## config.mk

```make
export PLATFORM = sky130hd
export DESIGN_NAME = txd_walker
export DESIGN_NICKNAME = d
export VERILOG_FILES = /design/src/rtl/txd_pkg.sv /design/src/rtl/txd_walk_fsm.sv /design/src/rtl/txd_desc_cache.sv /design/src/rtl/txd_bus_drive.sv /design/src/rtl/txd_walker.sv
export SDC_FILE = /design/constraint.sdc
export NUM_CORES = 1
export LEC_CHECK = 0
export CORE_ASPECT_RATIO = 0.9
export CORE_MARGIN = 3
export CORE_UTILIZATION = 25
export DETAILED_ROUTE_END_ITERATION = 8
export DONT_BUFFER_PORTS = 1
export SLEW_MARGIN = 20
export SYNTH_ARGS = -nofsm -noshare
export SYNTH_HDL_FRONTEND = slang
export SYNTH_HIERARCHICAL = 1
export SYNTH_SLANG_ARGS = --single-unit
```

## constraint.sdc

```tcl
create_clock -name clk -period 6.5 [get_ports clk]
set_clock_uncertainty 0.05 [all_clocks]
set_input_delay 0.65 -clock clk [delete_from_list [all_inputs] [get_ports clk]]
set_output_delay 0.65 -clock clk [all_outputs]
set_load 0.05 [all_outputs]
```

## src/rtl/txd_pkg.sv

```systemverilog
package txd_pkg;
    typedef enum logic [2:0] {
        ST_IDLE     = 3'd0,
        ST_REFRESH  = 3'd1,
        ST_DREAD    = 3'd2,
        ST_FBLOCK   = 3'd3,
        ST_FREAD    = 3'd4,
        ST_DWRITE   = 3'd5,
        ST_ADVANCE  = 3'd6
    } txd_state_e;

    localparam int OWN_POS  = 31;
    localparam int MORE_POS = 30;
    localparam int STAT_MSB = 26;
    localparam int STAT_LSB = 24;
    localparam int CNT_W    = 12;

    localparam logic [CNT_W-1:0] DESC_LEN = 12'd12;
    localparam logic [CNT_W-1:0] WORD_LEN = 12'd4;
endpackage

```

## src/rtl/txd_walk_fsm.sv

```systemverilog
module txd_walk_fsm
    import txd_pkg::*;
(
    input  logic       clk,
    input  logic       rst_n,
    input  logic       go,
    input  logic       ptr_load,
    input  logic       mem_done,
    input  logic       owned,
    input  logic       resume,
    input  logic       frag_empty,
    input  logic       space_ok,
    input  logic       link_null,
    output txd_state_e state
);
    txd_state_e nxt;

    always_ff @(posedge clk) begin
        if (!rst_n) state <= ST_IDLE;
        else        state <= nxt;
    end

    always_comb begin
        nxt = state;
        unique case (state)
            ST_IDLE:    if (go && !ptr_load) nxt = resume ? ST_REFRESH : ST_DREAD;
            ST_REFRESH: if (mem_done) nxt = ST_ADVANCE;
            ST_DREAD:   if (mem_done) nxt = owned ? ST_FBLOCK : ST_IDLE;
            ST_FBLOCK: begin
                if (frag_empty)    nxt = ST_DWRITE;
                else if (space_ok) nxt = ST_FREAD;
            end
            ST_FREAD:   if (mem_done) nxt = ST_FBLOCK;
            ST_DWRITE:  if (mem_done) nxt = ST_ADVANCE;
            ST_ADVANCE: nxt = link_null ? ST_IDLE : ST_DREAD;
            default:    nxt = ST_IDLE;
        endcase
    end

    // an unowned descriptor never leads into data movement
    p_unowned_stops_r3: assert property (@(posedge clk) disable iff (!rst_n)
        (state == ST_DREAD && mem_done && !owned) |=> state == ST_IDLE);
endmodule

```

## src/rtl/txd_desc_cache.sv

```systemverilog
module txd_desc_cache
    import txd_pkg::*;
#(
    parameter int MAX_BURST = 64,
    parameter int SPACE_W   = 12
) (
    input  logic               clk,
    input  logic               rst_n,
    input  txd_state_e         state,
    input  logic               ptr_load,
    input  logic [31:0]        ptr_wdata,
    input  logic               mem_rvalid,
    input  logic [31:0]        mem_rdata,
    input  logic               mem_done,
    input  logic [SPACE_W-1:0] fifo_space,
    output logic [31:0]        ptr,
    output logic [31:0]        cmdsts,
    output logic [31:0]        bufptr,
    output logic [CNT_W-1:0]   cur_len,
    output logic [CNT_W-1:0]   xfer_left,
    output logic               owned,
    output logic               resume,
    output logic               frag_empty,
    output logic               space_ok,
    output logic               link_null
);
    localparam logic [CNT_W-1:0] BURST_CAP = CNT_W'(MAX_BURST);

    logic [31:0]      link;
    logic [CNT_W-1:0] frag_left;
    logic [CNT_W-1:0] burst;
    logic [1:0]       word_idx;
    logic             fetching;

    assign fetching   = (state == ST_DREAD) || (state == ST_REFRESH);
    assign burst      = (frag_left < BURST_CAP) ? frag_left : BURST_CAP;
    assign space_ok   = 32'(fifo_space) >= 32'(burst);
    assign owned      = cmdsts[OWN_POS];
    assign frag_empty = (frag_left == '0);
    assign link_null  = (link == '0);

    always_ff @(posedge clk) begin
        if (!rst_n) begin
            ptr       <= '0;
            link      <= '0;
            cmdsts    <= '0;
            bufptr    <= '0;
            frag_left <= '0;
            cur_len   <= '0;
            xfer_left <= '0;
            word_idx  <= '0;
            resume    <= 1'b0;
        end else begin
            if (state == ST_IDLE && ptr_load) begin
                ptr    <= ptr_wdata;
                resume <= 1'b0;
            end
            if (!fetching)       word_idx <= '0;
            else if (mem_rvalid) word_idx <= word_idx + 2'd1;
            if (fetching && mem_rvalid) begin
                unique case (word_idx)
                    2'd0: link <= mem_rdata;
                    2'd1: if (state == ST_DREAD) begin
                        cmdsts    <= mem_rdata;
                        frag_left <= mem_rdata[CNT_W-1:0];
                    end
                    2'd2: if (state == ST_DREAD) bufptr <= mem_rdata;
                    default: ;
                endcase
            end
            if (state == ST_FBLOCK) begin
                cur_len   <= burst;
                xfer_left <= burst;
            end
            if (state == ST_FREAD) begin
                if (mem_rvalid)
                    xfer_left <= (xfer_left > WORD_LEN) ? xfer_left - WORD_LEN : '0;
                if (mem_done) begin
                    bufptr    <= bufptr + 32'(cur_len);
                    frag_left <= frag_left - cur_len;
                end
            end
            if (state == ST_ADVANCE) begin
                if (link != '0) begin
                    ptr    <= link;
                    resume <= 1'b0;
                end else begin
                    resume <= 1'b1;
                end
            end
        end
    end

    // a burst begins only after enough FIFO room was reported
    p_space_before_read_r5: assert property (@(posedge clk) disable iff (!rst_n)
        (state == ST_FREAD && $past(state) == ST_FBLOCK)
            |-> 32'($past(fifo_space)) >= 32'(cur_len));

    // a null link leaves the pointer where it was
    p_null_link_keeps_ptr_r9: assert property (@(posedge clk) disable iff (!rst_n)
        (state == ST_ADVANCE && link_null) |=> $stable(ptr));
endmodule

```

## src/rtl/txd_bus_drive.sv

```systemverilog
module txd_bus_drive
    import txd_pkg::*;
#(
    parameter int MAX_BURST = 64
) (
    input  logic             clk,
    input  logic             rst_n,
    input  txd_state_e       state,
    input  logic [31:0]      ptr,
    input  logic [31:0]      cmdsts,
    input  logic [31:0]      bufptr,
    input  logic [CNT_W-1:0] cur_len,
    input  logic [CNT_W-1:0] xfer_left,
    input  logic [2:0]       tx_stat,
    input  logic             mem_rvalid,
    input  logic             mem_done,
    output logic             mem_req,
    output logic             mem_we,
    output logic [31:0]      mem_addr,
    output logic [CNT_W-1:0] mem_len,
    output logic [31:0]      mem_wdata,
    output logic             fifo_wr,
    output logic [2:0]       fifo_nbytes
);
    logic [31:0] wb_word;

    always_comb begin
        wb_word = cmdsts;
        wb_word[OWN_POS] = 1'b0;
        wb_word[STAT_MSB:STAT_LSB] = cmdsts[MORE_POS] ? 3'b000 : tx_stat;
    end

    always_comb begin
        mem_req     = 1'b0;
        mem_we      = 1'b0;
        mem_addr    = '0;
        mem_len     = '0;
        mem_wdata   = '0;
        fifo_wr     = 1'b0;
        fifo_nbytes = '0;
        unique case (state)
            ST_REFRESH: begin
                mem_req  = 1'b1;
                mem_addr = ptr;
                mem_len  = WORD_LEN;
            end
            ST_DREAD: begin
                mem_req  = 1'b1;
                mem_addr = ptr;
                mem_len  = DESC_LEN;
            end
            ST_FREAD: begin
                mem_req     = 1'b1;
                mem_addr    = bufptr;
                mem_len     = cur_len;
                fifo_wr     = mem_rvalid;
                fifo_nbytes = (xfer_left >= WORD_LEN) ? 3'd4 : xfer_left[2:0];
            end
            ST_DWRITE: begin
                mem_req   = 1'b1;
                mem_we    = 1'b1;
                mem_addr  = ptr + 32'd4;
                mem_len   = WORD_LEN;
                mem_wdata = wb_word;
            end
            default: ;
        endcase
    end

    // nothing on the bus or into the FIFO while idle
    p_idle_quiet_r1: assert property (@(posedge clk) disable iff (!rst_n)
        (state == ST_IDLE) |-> (!mem_req && !fifo_wr));

    // a request holds steady until its completion
    p_req_hold_r2: assert property (@(posedge clk) disable iff (!rst_n)
        (mem_req && !mem_done) |=> (mem_req && $stable(mem_addr) && $stable(mem_len)));

    // every burst is non-empty and within the cap
    p_burst_cap_r4: assert property (@(posedge clk) disable iff (!rst_n)
        (mem_req && !mem_we && state == ST_FREAD)
            |-> (mem_len != '0 && 32'(mem_len) <= MAX_BURST));

    // every write-back hands the descriptor back to the host
    p_own_return_r7: assert property (@(posedge clk) disable iff (!rst_n)
        mem_we |-> !mem_wdata[OWN_POS]);
endmodule

```

## src/rtl/txd_walker.sv

```systemverilog
module txd_walker
    import txd_pkg::*;
#(
    parameter int MAX_BURST = 64,
    parameter int SPACE_W   = 12
) (
    input  logic               clk,
    input  logic               rst_n,
    input  logic               tx_go,
    input  logic               ptr_load,
    input  logic [31:0]        ptr_wdata,
    input  logic [2:0]         tx_stat,
    input  logic [SPACE_W-1:0] fifo_space,
    output logic               mem_req,
    output logic               mem_we,
    output logic [31:0]        mem_addr,
    output logic [11:0]        mem_len,
    output logic [31:0]        mem_wdata,
    input  logic [31:0]        mem_rdata,
    input  logic               mem_rvalid,
    input  logic               mem_done,
    output logic               fifo_wr,
    output logic [31:0]        fifo_data,
    output logic [2:0]         fifo_nbytes,
    output logic [31:0]        desc_ptr,
    output logic               eng_idle,
    output logic [2:0]         eng_state
);
    txd_state_e       state;
    logic [31:0]      cmdsts;
    logic [31:0]      bufptr;
    logic [CNT_W-1:0] cur_len;
    logic [CNT_W-1:0] xfer_left;
    logic             owned;
    logic             resume;
    logic             frag_empty;
    logic             space_ok;
    logic             link_null;

    txd_walk_fsm u_fsm (
        .clk        (clk),
        .rst_n      (rst_n),
        .go         (tx_go),
        .ptr_load   (ptr_load),
        .mem_done   (mem_done),
        .owned      (owned),
        .resume     (resume),
        .frag_empty (frag_empty),
        .space_ok   (space_ok),
        .link_null  (link_null),
        .state      (state)
    );

    txd_desc_cache #(.MAX_BURST(MAX_BURST), .SPACE_W(SPACE_W)) u_cache (
        .clk        (clk),
        .rst_n      (rst_n),
        .state      (state),
        .ptr_load   (ptr_load),
        .ptr_wdata  (ptr_wdata),
        .mem_rvalid (mem_rvalid),
        .mem_rdata  (mem_rdata),
        .mem_done   (mem_done),
        .fifo_space (fifo_space),
        .ptr        (desc_ptr),
        .cmdsts     (cmdsts),
        .bufptr     (bufptr),
        .cur_len    (cur_len),
        .xfer_left  (xfer_left),
        .owned      (owned),
        .resume     (resume),
        .frag_empty (frag_empty),
        .space_ok   (space_ok),
        .link_null  (link_null)
    );

    txd_bus_drive #(.MAX_BURST(MAX_BURST)) u_bus (
        .clk         (clk),
        .rst_n       (rst_n),
        .state       (state),
        .ptr         (desc_ptr),
        .cmdsts      (cmdsts),
        .bufptr      (bufptr),
        .cur_len     (cur_len),
        .xfer_left   (xfer_left),
        .tx_stat     (tx_stat),
        .mem_rvalid  (mem_rvalid),
        .mem_done    (mem_done),
        .mem_req     (mem_req),
        .mem_we      (mem_we),
        .mem_addr    (mem_addr),
        .mem_len     (mem_len),
        .mem_wdata   (mem_wdata),
        .fifo_wr     (fifo_wr),
        .fifo_nbytes (fifo_nbytes)
    );

    assign fifo_data = mem_rdata;
    assign eng_idle  = (state == ST_IDLE);
    assign eng_state = state;
endmodule

```

=== Word level (Yosys, flattened, before mapping) ===
Index checks and enable logic that the tools add are counted.

* Add/sub/neg operators: 5
* Multipliers: 0
* Div/mod/pow operators: 0
* Magnitude comparators: 4
* Equality and inequality tests: 13
* Shifts and indexed selects: 0
* Muxes and demuxes: 40
* Bitwise operators: 0
* Reductions and logical operators: 18

{| class="wikitable"
|+ Operator list
! cell !! count
|-
| 32-bit two-way mux || 8
|-
| 12-bit two-way mux || 10
|-
| 32-bit one-hot mux with 3 select lines || 1
|-
| 12-bit one-hot mux with 3 select lines || 1
|-
| 32-bit by 12-bit adder with 32-bit output || 1
|-
| 32-bit by 3-bit adder with 32-bit output, second input constant || 1
|-
| 32-bit logical NOT || 1
|-
| 32-bit nonzero test || 1
|-
| 31-bit two-way mux || 1
|-
| 3-bit two-way mux || 9
|-
| 3-bit one-hot mux with 6 select lines || 1
|-
| 12-bit >= comparator || 1
|-
| 12-bit by 3-bit >= comparator with 1-bit output, second input constant || 1
|-
| 12-bit by 3-bit > comparator with 1-bit output, second input constant || 1
|-
| 12-bit logical NOT || 1
|-
| 12-bit by 7-bit < comparator with 1-bit output, second input constant || 1
|-
| 12-bit subtractor || 1
|-
| 12-bit by 3-bit subtractor with 12-bit output, second input constant || 1
|-
| 3-bit == test, second input constant || 3
|-
| 3-bit by 2-bit == test with 1-bit output, second input constant || 2
|-
| 1-bit two-way mux || 6
|-
| 2-bit two-way mux || 3
|-
| 5-bit AND reduction || 1
|-
| 2-bit by 1-bit inequality test with 1-bit output, second input constant || 2
|-
| other kinds (16) || 21
|}

* Flip-flop bits (word level): 170
* Latch bits: 0
* Memory bits (writable): 0
* Bits in read-only memories: 0
* Output and inout port bits: 150
* Logic and storage cells: 90
* Memories: 0

=== Depth between registers and ports, before layout ===
Gate-level depths: netlist (run 1).

* Depth in word-level cells: 6
* Mapped depth: 14
* Depth with buffers taken out: 13

=== By module ===
The synthesis (run 1) kept the hierarchy.

{| class="wikitable"
|+ Modules (own cells, without submodules)
! module !! instances !! cells each !! area each (um^2) !! sequential area each (um^2)
|-
| txd_desc_cache || 1 || 1059 || 8510.7 || 3343.2
|-
| txd_bus_drive || 1 || 298 || 1785.5 || 0.0
|-
| txd_walker || 1 || 33 || 250.2 || 0.0
|-
| txd_walk_fsm || 1 || 27 || 234.0 || 60.1
|}

=== Worst setup path after synthesis (run 1) ===
Ideal clock, no wire load.

* Kind: reg-to-output
* Start: register u_cache.ptr[2]
* End: output port mem_addr[14]
* Arrival time: 2.919 ns
* Data required time: 5.800 ns
* Setup slack: 2.881 ns
* Stages on the path, launching flop included: 7
* Buffers on the path: 0
* Cell sequence: dfxtp_1 ha_1 nand4_1 nor3_2 and4_1 a21oi_1 o21ai_0

* Word-level cells in the longest chain between the ends: 2

{| class="wikitable"
|+ RTL lines
! element !! RTL line !! RTL
|-
| from (decl) || txd_desc_cache.sv:16 || <nowiki>output logic [31:0] ptr,</nowiki>
|-
| from (signal assigned) || txd_desc_cache.sv:55 || <nowiki>ptr <= ptr_wdata;</nowiki>
|-
| from (signal assigned) || txd_desc_cache.sv:85 || <nowiki>ptr <= link;</nowiki>
|-
| 32-bit by 3-bit adder with 32-bit output || txd_bus_drive.sv:62 || <nowiki>mem_addr = ptr + 32'd4;</nowiki>
|-
| 32-bit one-hot mux with 3 select lines || txd_bus_drive.sv:41 || <nowiki>unique case (state)</nowiki>
|-
| to (decl) || txd_walker.sv:16 || <nowiki>output logic [31:0] mem_addr,</nowiki>
|}

No other way between the ends.

=== Worst setup path after layout (run 1) ===
Same ends and word-level chain as after synthesis.

==> results of run 1 <==
state kept, by name (all words and copies together) (netlist names):
register,cells
u_cache/ptr,32
u_cache/cmdsts,29
u_fsm/state,3
u_cache/link,32
u_cache/word_idx,2
u_cache/frag_left,12
u_cache/resume,1
u_cache/cur_len,12
u_cache/bufptr,32
u_cache/xfer_left,12
worst max-delay path, cell delays in order (launching register included):
cell and delay, ns:
dfxtp_1 0.80, ha_1 0.32, nand4_1 0.39, nor3_2 0.56, and4_1 0.25, a21oi_1 0.05, o21ai_1 0.77
routing by layer:
metal  track usage  routed length, um  vias to the layer above
met5             0                  0                        -
met4        0.0528                766                        0
met3        0.0697               5130                       62
met2         0.263              18000                      593
met1         0.258              19500                     5130
li1              -                  -                     4919
cell type report:
| type | count | share of cell area |
|---|---|---|
| Sequential cell | 167 | 0.290 |
| Inverter | 39 | 0.0129 |
| Antenna cell | 4 | 0.000867 |
| Tap cell | 547 | 0.0593 |
| Clock inverter | 15 | 0.0140 |
| Multi-Input combinational cell | 1076 | 0.574 |
| Clock buffer | 17 | 0.0368 |
| Timing Repair Buffer | 19 | 0.0124 |
through the flow:
stage                     instances  worst slack, ns
after global placement         1848             2.76
after detailed placement       1848             2.72
after floorplan                1408             2.88
after CTS                      1880             2.22
after global routing           1880             2.03
final                          1884             2.20
power by group through the flow:
stage                     Sequential, mW  Combinational, mW  Clock, mW
after floorplan                     1.48               1.11          0
after global placement              1.55               1.39          0
after detailed placement            1.55               1.40          0
after CTS                           1.53               1.41       1.07
after global routing                1.55               1.53       1.10
final                               1.53               1.43       1.04
final timing paths:
kind / from / to
max: u_cache/ptr[2] / mem_addr[14]
min: mem_rdata[31] / u_cache/cmdsts[31]
max reg2reg: u_cache/frag_left[8] / u_fsm/state[0]
min reg2reg: u_cache/cmdsts[21] / u_cache/cmdsts[21]
==> metrics.txt, run 1 <==
total gr overflow 0; Clk Latency, worst-skew pair 0.45 ns; area delta synth->final 8.15%; post-DR vias/cell 5.68; Pleak 4.14 nW; status finished, final reports clean; RSZ-0062 raised after global routing no; Tot GR Track Use 0.184; Core Footprint 42000 um^2; Synth Instances 1404; Cell Rows slightly above 70; Fin. Hold Viols 0; Post-CTS Hold Buffers 0; peak supply drop 0.163 mV; IO Port Bufs 0; drt drc 0; largest net degree at the start of global routing 97; Routed WL 43500 um; Post-DP Area 10900 um^2; CTS root buffer clkbuf_16; Pins Over Slew Limit 0; logic gate share of total power 0.357; die area 45200 um^2; most common cell after layout, fill and taps aside nand2_1; initial cell density of the core 0.254; initial antenna violation count 3; TritonCTS clock tree built; fin nets 1448; layout cells sized above 1 0.0690; Synth Cell Area approximately 11000 um^2; Iter 0 DRT Violations 1065; Syn Area/Cell 7.60 um^2; number of buffers created by CTS 17; net switching power ~1.9 mW; Worst setup SP type register; global-route wire length before repair 63400 um; final worst-path cycle share 0.662; DP Wirelength 31800 um; number of global-route vias before repair 9760; sequential share of power 0.383; R2R setup slack 2.95 ns; Max FO, Critical Path 8; H-Tree Depth 4; via count 10700; wire length per cell after detailed routing about 23 um; final core utilization 0.275; actual slew at the worst max-slew pin 1.15 ns; PostCTS Resize Cnt 0; critical path endpoint category primary output; Rel. slew slack 0.231; Power Internal 2.11 mW; Worst Path Arrival 3.60 ns; Tmin final 4.30 ns; # clock sinks 167; hold slack 0.275 ns; post-route ant nets 0; Net Sw Frac 0.473; highest-count cells in the layout ignoring fill and taps 238 x nand2_1, 164 x dfxtp_1, 126 x a21oi_1; setup tns final 0 ns; Req. time, crit path 5.80 ns; Worst Hold Depth 2; num ports 235; max-cap violation count 0; CTS Buffer Depth 2; FF-to-FF path depth 13; # setup viols final 0; Clk pwr share 0.260; postcts setup bufs 0; Syn. warnings 6; DRT Pass-1 Iters 7; area of the multi-input gates 6630 um^2; Crit Path Class register to primary output; routability cong. 0.934; Layout Cell Area excl Fill 11500 um^2; Worst Hold Class input port to register; f_max roughly 230 MHz; Die H approximately 200 um; CTS clk-pin slew, worst paths approximately 0.080 ns; pwr dens approximately 350 nW/um^2; fill cell count 4563; Tot Pwr 4.01 mW; Die X between 200 and 250 um; FF/Latch Area approximately 3300 um^2
No activity file was read; power rests on OpenSTA's default activity.
==> run 2: changes to the inputs <==
==> constraint.sdc (replaced) <==
create_clock -name clk -period 4.3 [get_ports clk]
set_clock_uncertainty 0.05 [all_clocks]
set_input_delay 0.43 -clock clk [delete_from_list [all_inputs] [get_ports clk]]
set_output_delay 0.43 -clock clk [all_outputs]
set_load 0.05 [all_outputs]
==> run 2 against run 1 <==
Effect of this change: worst setup slack worse by 1.7 ns; final area grew 3.1%; via count rose by 1.8%; sequential power rose by 37%; clock power increased by 49%; sequential share of layout area fell by 0.87 points; global-route usage about the same; hold slack got worse by 0.21 ns; critical endpoint is now mem_addr[16]; largest cell class unchanged; highest routed layer is now met5.
==> metrics.txt, run 2 (synthesis results as in run 1) <==
hold slack 0.0673 ns; CP delay by family, top simple AND/OR/NAND/NOR gates; wire length per cell after detailed routing 22.3 um; IO Port Bufs 0; largest net degree at the start of global routing 82; highest-count cells in the layout ignoring fill and taps 238 x nand2_1, 164 x dfxtp_1, 127 x a21oi_1; Rel. slew slack 0.307; sequential share of power 0.341; number of global-route vias before repair between 9000 and 10000; total gr overflow 0; critical path endpoint category primary output; CTS Buffer Depth 2; DRT Pass-1 Iters 8; routability cong. 0.894; # clock sinks around 170; Crit Path Class register to primary output; Crit-path slowest cell dfxtp_1; final core utilization 0.283; via count 10900; # setup viols final 0; cell chain of the critical path nand4_1, nor3_2, nand4_1, o41ai_1, a211o_1; Tmin final between 3 and 4 ns; net switching power around 2.8 mW; Final Worst Setup Slack just over 0.5 ns; Core Footprint 42000 um^2; CP peak stage delay 0.86 ns; Pins Over Slew Limit 0; area delta synth->final 11.5%; DP Wirelength 31900 um; PostCTS Resize Cnt 0; number of buffers created by CTS 17; Post-Place Setup Slack 1.09 ns; biggest regs u_cache/bufptr: 32 flops, u_cache/link: 32 flops, u_cache/ptr: 32 flops; initial antenna violation count 2; postcts setup bufs 0; Power Internal 3.31 mW; RSZ-0062 raised after global routing no; Net Sw Frac 0.462; CTS clk-pin slew, worst paths approximately 0.07 ns; Req. time, crit path approximately 3.8 ns; Post-CTS Hold Buffers 0; Routed WL 43000 um; dpl cells 1898; CTS root buffer clkbuf_16; actual slew at the worst max-slew pin 1.03 ns; status finished, final reports clean; Iter 0 DRT Violations between 1000 and 1500; Max FO, Critical Path 9; CP bufs+invs 0; Clk Latency, worst-skew pair 0.44 ns; max-cap violation count 0; fin nets 1498; Clk pwr share 0.251; final worst-path cycle share 0.879; setup tns final 0 ns; Die H 202 um; die area 45200 um^2; H-Tree Depth 4; Layout Cells excl Fill 1931; logic gate share of total power 0.408; pwr dens 517 nW/um^2; peak supply drop 0.274 mV; Layout Cell Area excl Fill 11900 um^2; Cell Rows 71; Worst setup SP type register; drt drc 0; Worst path most repeated cell nand4_1; initial cell density of the core 0.254; Fin. Hold Viols 0; post-route ant nets 0; Worst Hold Class input port to register; Tot GR Track Use 0.184; Worst Path Arrival approximately 3.3 ns; Post-DP Area about 11000 um^2; f_max 265 MHz; TritonCTS clock tree built; Tot Pwr 6.16 mW; post-DR vias/cell 5.64; Die X 224 um; num ports 235; layout cells sized above 1 0.101; most common cell after layout, fill and taps aside nand2_1; Pleak 4.40 nW; global-route wire length before repair 63800 um
run 2: cell count changes in the layout (fill, tap and decap cells not counted):
cell | before | now
diode_2 | 4 | 1
inv_8 | 3 | 2
or2_4 | 0 | 1
a21oi_1 | 126 | 127
buf_4 | 19 | 69
clkbuf_8 | 0 | 1
inv_6 | 5 | 3
nor4_1 | 19 | 20
clkinv_2 | 1 | 3
or2_2 | 4 | 3
a21oi_2 | 1 | 0
nor4_2 | 2 | 1
run 2: cell type report:
class | instances | area [um^2]
diodes | 1 | 2.50
well taps | 547 | 684
inverters | 39 | 149
multi-input cells | 1076 | 6620
clock buffers | 18 | 439
clock inverters | 14 | 143
fillers | 4516 | 30100
repair buffers | 69 | 518
flip-flops and latches | 167 | 3350
run 2: power by group through the flow:
stage | logic (mW) | registers [mW] | clock network [mW]
6_report | 2.51 | 2.10 | 1.55
5_1_grt | 2.69 | 2.13 | 1.65
4_1_cts | 2.49 | 2.10 | 1.58
3_5_place_dp | 2.48 | 2.13 | 0
3_3_place_gp | 2.46 | 2.12 | 0
2_1_floorplan | 1.68 | 2.24 | 0
run 2: worst paths after layout:
kind | slack [ns] | from | depth (start not counted) | endpoint
worst min-delay path | 0.07 | mem_rdata[26] | 2 | u_cache/link[26]
worst max-delay path | 0.52 | u_cache/ptr[4] | 5 | mem_addr[16]
worst min register to register | 0.40 | u_cache/cmdsts[23] | 2 | u_cache/cmdsts[23]
worst max register to register | 1.09 | u_cache/frag_left[8] | 13 | u_fsm/state[0]
run 2: routing by layer:
metal | vias to the layer above | track usage | share of wire
met3 | 49 | 0.0600 | 0.11
met2 | 601 | 0.264 | 0.42
met1 | 5230 | 0.263 | 0.45
met5 | - | 0 | 0.00074
met4 | 4 | 0.0498 | 0.020
li1 | 5009 | - | -
run 2: worst reg2reg max path: stages, from the launching register on:
cell	delay [ns]
dfxtp_1	0.33
or4_1	0.62
nor3_2	0.39
nand2_1	0.13
ha_1	0.30
a21o_1	0.18
a21oi_1	0.12
o21ai_0	0.09
a31oi_1	0.16
o21ai_0	0.15
inv_1	0.08
o22ai_1	0.07
o311ai_0	0.29
o211a_1	0.19
